**src/rtl/kx_pkg.sv**
```systemverilog
`timescale 1ns/1ps
package kx_pkg;

  typedef enum logic [1:0] {
    KX_IDLE   = 2'd0,
    KX_FILL   = 2'd1,
    KX_MIRROR = 2'd2
  } kx_phase_e;

  // Storage word that holds tap idx.
  function automatic int tap_word(input int idx, input int lanes, input int half_words);
    int full_words = 2 * half_words - 1;
    int low_taps   = half_words * lanes - 1;
    int taps       = full_words * lanes - 1;
    int m;
    if (idx < low_taps) return idx / lanes;
    m = taps - 1 - idx;
    return full_words - 1 - m / lanes;
  endfunction

  // Lane inside that word.
  function automatic int tap_lane(input int idx, input int lanes, input int half_words);
    int full_words = 2 * half_words - 1;
    int low_taps   = half_words * lanes - 1;
    int taps       = full_words * lanes - 1;
    if (idx < low_taps) return idx % lanes;
    return (taps - 1 - idx) % lanes;
  endfunction

endpackage

```
**src/rtl/kx_load_seq.sv**
```systemverilog
`timescale 1ns/1ps
module kx_load_seq #(
  parameter int HALF_WORDS = 6,
  parameter int FULL_WORDS = 11,
  parameter int AW         = 4
) (
  input  logic          clk,
  input  logic          rst_n,
  input  logic          start,
  input  logic          valid,
  output logic          wr_en,
  output logic [AW-1:0] wr_addr,
  output logic          wr_mirror,
  output logic [AW-1:0] mirror_addr,
  output logic          commit
);
  import kx_pkg::*;

  kx_phase_e     phase;
  logic [AW-1:0] cnt;

  always_comb begin
    wr_addr     = cnt;
    wr_mirror   = (phase == KX_MIRROR);
    mirror_addr = AW'(FULL_WORDS - 1) - cnt;
    wr_en       = !start && ((phase == KX_FILL && valid) || phase == KX_MIRROR);
    commit      = !start && phase == KX_MIRROR && cnt == AW'(FULL_WORDS - 1);
  end

  always_ff @(posedge clk or negedge rst_n) begin
    if (!rst_n) begin
      phase <= KX_IDLE;
      cnt   <= '0;
    end else if (start) begin
      phase <= KX_FILL;
      cnt   <= '0;
    end else begin
      case (phase)
        KX_FILL: if (valid) begin
          cnt <= cnt + 1'b1;
          if (cnt == AW'(HALF_WORDS - 1)) phase <= KX_MIRROR;
        end
        KX_MIRROR: begin
          cnt <= cnt + 1'b1;
          if (cnt == AW'(FULL_WORDS - 1)) phase <= KX_IDLE;
        end
        default: ;
      endcase
    end
  end

endmodule

```
**src/rtl/kx_bank_store.sv**
```systemverilog
`timescale 1ns/1ps
module kx_bank_store #(
  parameter int FULL_WORDS = 11,
  parameter int STORE_W    = 27,
  parameter int AW         = 4
) (
  input  logic               clk,
  input  logic               rst_n,
  input  logic               wr_en,
  input  logic [AW-1:0]      wr_addr,
  input  logic               wr_mirror,
  input  logic [AW-1:0]      mirror_addr,
  input  logic [STORE_W-1:0] wr_data_in,
  input  logic               commit,
  input  logic [AW-1:0]      rd_addr,
  output logic [STORE_W-1:0] rd_word
);
  logic [STORE_W-1:0] bank [2][FULL_WORDS];
  logic               live;
  logic               shadow;
  logic [STORE_W-1:0] wdata;

  assign shadow  = ~live;
  assign wdata   = wr_mirror ? bank[shadow][mirror_addr] : wr_data_in;
  assign rd_word = bank[live][rd_addr];

  always_ff @(posedge clk or negedge rst_n) begin
    if (!rst_n) begin
      live <= 1'b0;
      for (int b = 0; b < 2; b++)
        for (int w = 0; w < FULL_WORDS; w++)
          bank[b][w] <= '0;
    end else begin
      if (wr_en) bank[shadow][wr_addr] <= wdata;
      if (commit) live <= shadow;
    end
  end

endmodule

```
**src/rtl/kx_tap_unpack.sv**
```systemverilog
`timescale 1ns/1ps
module kx_tap_unpack #(
  parameter int LANES   = 3,
  parameter int COEF_W  = 9,
  parameter int OUT_W   = 16,
  parameter int LW      = 2,
  localparam int STORE_W = LANES * COEF_W
) (
  input  logic               clk,
  input  logic               rst_n,
  input  logic               req,
  input  logic [LW-1:0]      lane_sel,
  input  logic [STORE_W-1:0] word,
  output logic               tap_valid,
  output logic [OUT_W-1:0]   tap_coef
);
  logic [COEF_W-1:0] lane_v [LANES];
  logic [COEF_W-1:0] pick;

  for (genvar g = 0; g < LANES; g++) begin : g_lane
    assign lane_v[g] = word[g*COEF_W +: COEF_W];
  end

  assign pick = lane_v[lane_sel];

  function automatic logic [OUT_W-1:0] sext(input logic [COEF_W-1:0] v);
    return {{(OUT_W-COEF_W){v[COEF_W-1]}}, v};
  endfunction

  always_ff @(posedge clk or negedge rst_n) begin
    if (!rst_n) begin
      tap_valid <= 1'b0;
      tap_coef  <= '0;
    end else begin
      tap_valid <= req;
      if (req) tap_coef <= sext(pick);
    end
  end

endmodule

```
**src/rtl/sym_kernel_expander.sv**
```systemverilog
`timescale 1ns/1ps
module sym_kernel_expander #(
  parameter int HALF_WORDS = 6,
  parameter int LANES      = 3,
  parameter int COEF_W     = 9,
  parameter int BUS_W      = 32,
  parameter int OUT_W      = 16,
  localparam int FULL_WORDS = 2 * HALF_WORDS - 1,
  localparam int TAPS       = FULL_WORDS * LANES - 1,
  localparam int IDX_W      = $clog2(TAPS)
) (
  input  logic             clk,
  input  logic             rst_n,
  input  logic             load_start,
  input  logic             load_valid,
  input  logic [BUS_W-1:0] load_word,
  output logic             load_done,
  input  logic             tap_req,
  input  logic [IDX_W-1:0] tap_idx,
  output logic             tap_valid,
  output logic [OUT_W-1:0] tap_coef
);
  localparam int STORE_W = LANES * COEF_W;
  localparam int AW      = $clog2(FULL_WORDS);
  localparam int LW      = $clog2(LANES);

  // Named internal events, also observed by the bound checker.
  logic               wr_en_evt;
  logic [AW-1:0]      wr_addr_evt;
  logic               wr_mirror_evt;
  logic [AW-1:0]      mirror_addr;
  logic               commit_evt;
  logic [AW-1:0]      rd_word_idx;
  logic [LW-1:0]      rd_lane_idx;
  logic [STORE_W-1:0] rd_word;
  logic               unused_hi;

  assign unused_hi = ^load_word[BUS_W-1:STORE_W];

  always_comb begin
    rd_word_idx = AW'(kx_pkg::tap_word(int'(tap_idx), LANES, HALF_WORDS));
    rd_lane_idx = LW'(kx_pkg::tap_lane(int'(tap_idx), LANES, HALF_WORDS));
  end

  kx_load_seq #(.HALF_WORDS(HALF_WORDS), .FULL_WORDS(FULL_WORDS), .AW(AW)) u_seq (
    .clk(clk), .rst_n(rst_n), .start(load_start), .valid(load_valid),
    .wr_en(wr_en_evt), .wr_addr(wr_addr_evt), .wr_mirror(wr_mirror_evt),
    .mirror_addr(mirror_addr), .commit(commit_evt)
  );

  kx_bank_store #(.FULL_WORDS(FULL_WORDS), .STORE_W(STORE_W), .AW(AW)) u_store (
    .clk(clk), .rst_n(rst_n), .wr_en(wr_en_evt), .wr_addr(wr_addr_evt),
    .wr_mirror(wr_mirror_evt), .mirror_addr(mirror_addr),
    .wr_data_in(load_word[STORE_W-1:0]), .commit(commit_evt),
    .rd_addr(rd_word_idx), .rd_word(rd_word)
  );

  kx_tap_unpack #(.LANES(LANES), .COEF_W(COEF_W), .OUT_W(OUT_W), .LW(LW)) u_unpack (
    .clk(clk), .rst_n(rst_n), .req(tap_req), .lane_sel(rd_lane_idx),
    .word(rd_word), .tap_valid(tap_valid), .tap_coef(tap_coef)
  );

  always_ff @(posedge clk or negedge rst_n) begin
    if (!rst_n) load_done <= 1'b0;
    else        load_done <= commit_evt;
  end

endmodule

```
**config.mk**
```make
export PLATFORM = sky130hd
export DESIGN_NAME = sym_kernel_expander
export DESIGN_NICKNAME = d
export VERILOG_FILES = /design/src/rtl/kx_pkg.sv /design/src/rtl/kx_load_seq.sv /design/src/rtl/kx_bank_store.sv /design/src/rtl/kx_tap_unpack.sv /design/src/rtl/sym_kernel_expander.sv
export SDC_FILE = /design/constraint.sdc
export NUM_CORES = 2
export LEC_CHECK = 0
export CAP_MARGIN = 20
export CORE_ASPECT_RATIO = 2
export CORE_MARGIN = 1
export CORE_UTILIZATION = 55
export CTS_CLUSTER_DIAMETER = 100
export CTS_CLUSTER_SIZE = 12
export DETAILED_ROUTE_END_ITERATION = 10
export PLACE_DENSITY = 0.74
export SKIP_CTS_REPAIR_TIMING = 1
export SYNTH_ARGS = -nofsm -noshare
export SYNTH_HDL_FRONTEND = slang
export SYNTH_SLANG_ARGS = --single-unit
```
**constraint.sdc**
```tcl
create_clock -name clk -period 4 [get_ports clk]
set_clock_uncertainty 0.05 [all_clocks]
set_input_delay 0.6 -clock clk [delete_from_list [all_inputs] [get_ports clk]]
set_output_delay 0.6 -clock clk [all_outputs]
set_load 0.1 [all_outputs]
```
=== Word level (Yosys, flattened, before mapping) ===
Index checks and enable logic that the tools add are counted.

* Add/sub/neg operators: 4
* Divide/modulo/power cells: 4
* Order comparisons: 9
* Eq/ne operators: 7
* Muxes and demuxes: 34
* Bitwise logic cells: 7
* Reduce and logical (&&, ||, !) cells: 11

{| class="wikitable"
|+ Operators with widths
! kind !! count
|-
| 297-bit two-way mux || 7
|-
| 594-bit bitwise mux || 1
|-
| 297-bit demux with 1-bit select || 1
|-
| 27-bit binary-select mux with 4-bit select || 2
|-
| 27-bit two-way mux || 6
|-
| 27-bit demux with 4-bit select || 1
|-
| 32-bit by 3-bit divider with 32-bit output (second input constant) || 1
|-
| 6-bit by 3-bit divider with 32-bit output (second input constant) || 1
|-
| 32-bit by 3-bit modulo with 32-bit output (second input constant) || 1
|-
| 6-bit by 3-bit modulo with 32-bit output (second input constant) || 1
|-
| 9-bit binary-select mux with 2-bit select || 1
|-
| 9-bit two-way mux || 2
|-
| 4-bit two-way mux || 4
|-
| 5-bit greater-or-equal comparator (second input constant) || 3
|-
| 4-bit NOT with 5-bit output || 3
|-
| 2-bit two-way mux || 6
|-
| 3-bit inequality test (second input constant) || 3
|-
| 4-bit case mux with 2 select lines || 1
|-
| 4-bit subtractor (first input constant) || 2
|-
| 1-bit logical AND || 6
|-
| 5-bit by 5-bit subtractor with 6-bit output (first input constant) || 1
|-
| 5-bit by 1-bit less-than comparator with 1-bit output (second input constant) || 1
|-
| 5-bit less-than comparator (second input constant) || 1
|-
| 4-bit by 1-bit adder with 4-bit output (second input constant) || 1
|-
| other kinds (17) || 19
|}

* Register bits: 612
* Input port bits: 42
* Output and inout bits: 18
* Logic and storage cells: 104

=== Logic depth before layout (Yosys ltp) ===
* Depth after elaboration: 11
* Gate-level depth with buffers: 26
* Depth with buffers taken out: 21

=== Modules after synthesis ===
A second synthesis with hierarchy kept.

* Cells, all modules: 4042
* Area, all modules: 38121.6 sq um

{| class="wikitable"
|+ By module, submodules not included
! module !! times used !! cells each !! area an instance (sq um) !! seq. area each (sq um)
|-
| kx_bank_store || 1 || 3792 || 35866.9 || 14889.3
|-
| sym_kernel_expander || 1 || 145 || 1096.1 || 25.0
|-
| kx_tap_unpack || 1 || 60 || 718.2 || 250.2
|-
| kx_load_seq || 1 || 45 || 440.4 || 150.1
|}

=== Worst setup path after synthesis ===
Ideal clock, no wire load.

* Path kind: input to register
* Start point: input port tap_idx[3]
* End point: register u_unpack.tap_coef[5]
* Library setup time: 0.120 ns
* Data arrival time: 5.309 ns
* Data required time: 3.830 ns
* Setup slack: -1.479 ns
* Stages: 24
* Buffers on the path: 5
* Path through: buf_4 -> buf_4 -> inv_1 -> ha_1 -> nand2b_1 -> a211oi_4 -> nor2_1 -> ha_1 -> a311o_1 -> a211oi_4 -> and2_1 -> buf_6 -> inv_1 -> ha_1 -> or3_1 -> nand3_1 -> o31a_1 -> clkbuf_1 -> clkbuf_1 -> mux4_2 -> mux2i_1 -> a2bb2oi_1 -> nand2_1 -> a31o_1

* Longest elaborated chain between the ends: 11
* Elaborated cells on any way between the ends: 20
* Those cells by class: add/sub (2); div (4); order compare (1); mux (11); bitwise (2)

{| class="wikitable"
|+ Ends and longest elaborated chain
! what !! RTL line !! source
|-
| start, declared || sym_kernel_expander.sv:19 || <nowiki>input logic [IDX_W-1:0] tap_idx,</nowiki>
|-
| 5-bit by 5-bit subtractor with 6-bit output || kx_pkg.sv:17, kx_pkg.sv:27 ||
|-
| 32-bit by 3-bit divider with 32-bit output || kx_pkg.sv:18 || <nowiki>return full_words - 1 - m / lanes;</nowiki>
|-
| 4-bit subtractor || kx_pkg.sv:18 ||
|-
| 4-bit two-way mux || kx_pkg.sv:17 || <nowiki>m = taps - 1 - idx;</nowiki>
|-
| 4-bit NOT with 5-bit output (implied by the code) || kx_bank_store.sv:25 || <nowiki>assign rd_word = bank[live][rd_addr];</nowiki>
|-
| 27-bit binary-select mux with 4-bit select || kx_bank_store.sv:25 ||
|-
| 27-bit two-way mux (implied by the code) (2 in series) || kx_bank_store.sv:25 ||
|-
| 9-bit binary-select mux with 2-bit select * || kx_tap_unpack.sv:24 || <nowiki>assign pick = lane_v[lane_sel];</nowiki>
|-
| 9-bit two-way mux (implied by the code) * (2 in series) || kx_tap_unpack.sv:24 ||
|-
| end signal, assigned || kx_tap_unpack.sv:36 || <nowiki>if (req) tap_coef <= sext(pick);</nowiki>
|-
| end, declared || kx_tap_unpack.sv:15 || <nowiki>output logic [OUT_W-1:0] tap_coef</nowiki>
|}

Every way passes the cells marked *; elsewhere a longest branch is shown, timed or not. The select of a mux whose other input is x is not followed.
A chain may end at the register's enable or synchronous reset.

=== Worst setup path in the final report ===
* Start point: input port tap_idx[3]
* End point: register u_unpack.tap_coef[0]

Same word-level chain as after synthesis.

==> flow_summary_export.csv <==
group,metric,value,unit
run_status,status,"complete, but fails checks",
run_status,violations,"negative setup slack",
timing,hold_viol,0,
clock_network,h-tree-depth,2,
worst_setup_path,cp.required,4460,ps
power,power.density,421,nW/um^2
logic_synthesis,netlist.area_leader.share,46.1,%
route,via_per_inst,6.89,
logic_synthesis,postSynthAreaPerCell,9.93,sq um
logic_synthesis,synth_cell_types,84,
logic_synthesis,synthTopCellsByArea,"dfrtp_1 (46%), mux4_2 (11%), o21ai_0 (10%)",
timing,rsz0062_at_grt,"true",
logic_synthesis,synth_area,33200,sq um
timing,drv_slew,0,
finish,nNetsFinal,3596,
logic_synthesis,synth_nets,3404,
worst_setup_path,crit_arrival,4870,ps
worst_setup_path,critical_path.max_stage_delay,360,ps
finish,final_common_cell,"nand2_1",
route,wirelength,126000,um
logic_synthesis,synth_edf_count,0,
logic_synthesis,synth_seq_cells,612,
logic_synthesis,synth_top_flop_cell,"dfrtp_1",
floorplanning,fp.dieW,176,um
clock_network,cts.sinks,612,
route,drc,0,
power,finalPower,16.6,mW
logic_synthesis,synth_compound_area_share,18.4,%
timing,worst_pin_slew,1020,ps
timing,setup_slack,-405,ps
worst_setup_path,crit_slowest_cell,"a311o_1",
finish,fin_util,65.6,%
route,vias,29700,
logic_synthesis,synthesis.instances,3348,
placement,place_congestion,1.03,
floorplanning,io_pins,60,
clock_network,cts_tree,"done",
clock_network,cts_buffer_depth,3,
global_routing,grt_pass1_vias,30000,
global_routing,grt_pass1_wl,186000,um
worst_setup_path,cp_max_fo,6,
floorplanning,rows,127,
logic_synthesis,synthXorXnorAreaFrac,0.286,%
finish,syn_to_final_growth,18.3,%
global_routing,gr-total-overflow,0,
power,leakagePower,18.1,nW
floorplanning,die_area,61500,sq um
worst_setup_path,crit_buf_inv,8,
route,drtIter0Drc,3010,
route,dr.pass1.iters,6,
global_routing,antenna_found_initial,1,
clock_network,clk_latency,620,ps
route,ant_nets,0,
timing,period_minus_slack,4410,ps
logic_synthesis,synth_top_family_by_area,"multiplexers",
floorplanning,initial_core_util,55.5,%
route,wire_per_inst,29.2,um
placement,io_buffers,54,
timing,max_freq,0.227,GHz
logic_synthesis,ys_seq_area_share,46.1,%
logic_synthesis,synthSimpleGateAreaFrac,11.4,%
worst_setup_path,start_kind,"input port",
clock_network,clk_pin_slew,70,ps
logic_synthesis,muxShareOfSynthArea,19.0,%
logic_synthesis,async_reset_ff_share,100,%
run,cap_violations,0,
placement,place_ws,-1520,ps
clock_network,clock-root-buffer,"clkbuf_16",
clock_network,numCtsBuffers,56,
worst_setup_path,end_kind,"register",
global_routing,grt_use_total,41.4,%
timing,min_period_over_period,110,%
worst_hold_path,min_path_type,"input port to async pin",
finish,fillers,4602,
placement,hpwl,83200,um
floorplanning,core_area,59900,sq um
timing,setup_viol,9,
global_routing,grt_max_degree,90,
worst_setup_path,critPathTopFamily,"compound AO/OA/AOI/OAI gates",
finish,final_cell_mix,"nand2_1 (701), o21ai_0 (645), dfrtp_1 (610)",
finish,drive_above_1_share,21.4,%
logic_synthesis,yosysTopAreaCell,"dfrtp_1",
logic_synthesis,synth_fa_ha_area_share,0.527,%
worst_setup_path,crit_path_cell_trace,"buf_8, buf_6, inv_8, ha_4, nand2b_4, a211oi_4, nor2_2, ha_2, a311o_1, a211oi_4, and2_4, inv_4, ha_4, or3_1, nand3_2, o31a_1, buf_4, clkbuf_16, buf_8, nor4b_4, buf_4, a22oi_1, o2111ai_1, a21o_1",
power,irDropWorstVdd,0.000575,V
timing,slew_headroom,31.7,%
worst_setup_path,critPathKind,"input port to register",
floorplanning,die_h,350,um
logic_synthesis,yosys_warnings,0,
-- layer usage --
metal	track usage (%)	wire [um]	vias up
li1	-	-	12500
met1	46.1	41100	14700
met2	67.3	60700	1848
met3	6.10	10400	646
met4	40.4	13700	2
met5	0	13	-
-- synth_stat cells, types with 5 or more instances --
cell      count
ha_1         14
o21bai_1      9
o22ai_1      72
buf_2        21
o221ai_1     57
a21oi_1      57
mux2i_1     267
nand4_1       5
a21o_1        5
nor2b_1      15
buf_4        24
nor2_1       48
a221oi_1      6
o311ai_0     34
xnor2_1       6
nor3_1       35
mux4_2      161
o21a_1        5
nand2_1     719
dfrtp_1     612
o21ai_0     675
nand3_1      48
a22oi_1      19
buf_1        28
inv_1        15
o32ai_1       6
o31ai_1      13
buf_6         9
clkbuf_1    238
-- logic make-up (layout without fill, tap and decap cells) --
logic type / count (synthesis) / in the layout
compound gates: 1028 / 1028
simple gates: 917 / 917
flops: 612 / 612
mux: 429 / 429
buf+inv: 338 / 533
fa+ha+maj: 14 / 14
xor+xnor: 10 / 10
other cells: 0 / 1
-- flip-flops by register name, summed over array words and instances (netlist names) --
name,count
u_unpack.tap_valid,1
u_unpack.tap_coef,9
load_done,1
u_seq.wr_addr,4
u_seq.phase,2
u_store.live,1
u_store.bank,594
-- final cells by class --
class / count / area (sq um) / share of cell area, %
well taps: 774 / 968 / 2.46
flip-flops and latches: 612 / 15300 / 39.0
multi-input cells: 2398 / 17100 / 43.5
repair buffers: 454 / 4390 / 11.2
clock buffers: 59 / 1430 / 3.65
clock inverters: 2 / 17.5 / 0.0446
inverters: 18 / 82.6 / 0.210
diodes: 1 / 2.50 / 0.00637
-- final timing paths --
check / from / endpoint / slack, ps / cells after the start
max in group asynchronous: rst_n / u_store.bank[528] / 2850 / 2
min in group clk: u_store.bank[459] / u_store.bank[459] / 450 / 2
worst max register to register: u_seq.wr_addr[0] / u_store.bank[328] / 330 / 11
worst min-delay path: rst_n / u_store.bank[38] / 20 / 1
worst min register to register: u_store.bank[459] / u_store.bank[459] / 450 / 2
worst max-delay path: tap_idx[3] / u_unpack.tap_coef[0] / -410 / 24
-- through the flow --
stage / cell area (sq um) / setup TNS (ps) / cells / hold slack [ps]
finish: 39300 / -2600 / 4318 / 15.2
global route: 39300 / -3480 / 4317 / 67.1
CTS: 38500 / -7460 / 4280 / 30.2
detailed placement: 37100 / -12980 / 4219 / 438
global placement: 37000 / -12100 / 4216 / 426
floorplan: 33400 / -7290 / 3348 / 254
-- power by group --
part	switching [mW]	leakage [nW]	internal, mW
registers	0.437	8.42	6.64
logic	2.76	8.94	1.91
clock network	2.31	0.714	2.50
total	5.51	18.1	11.0
Power figures use the tool's default switching activity.
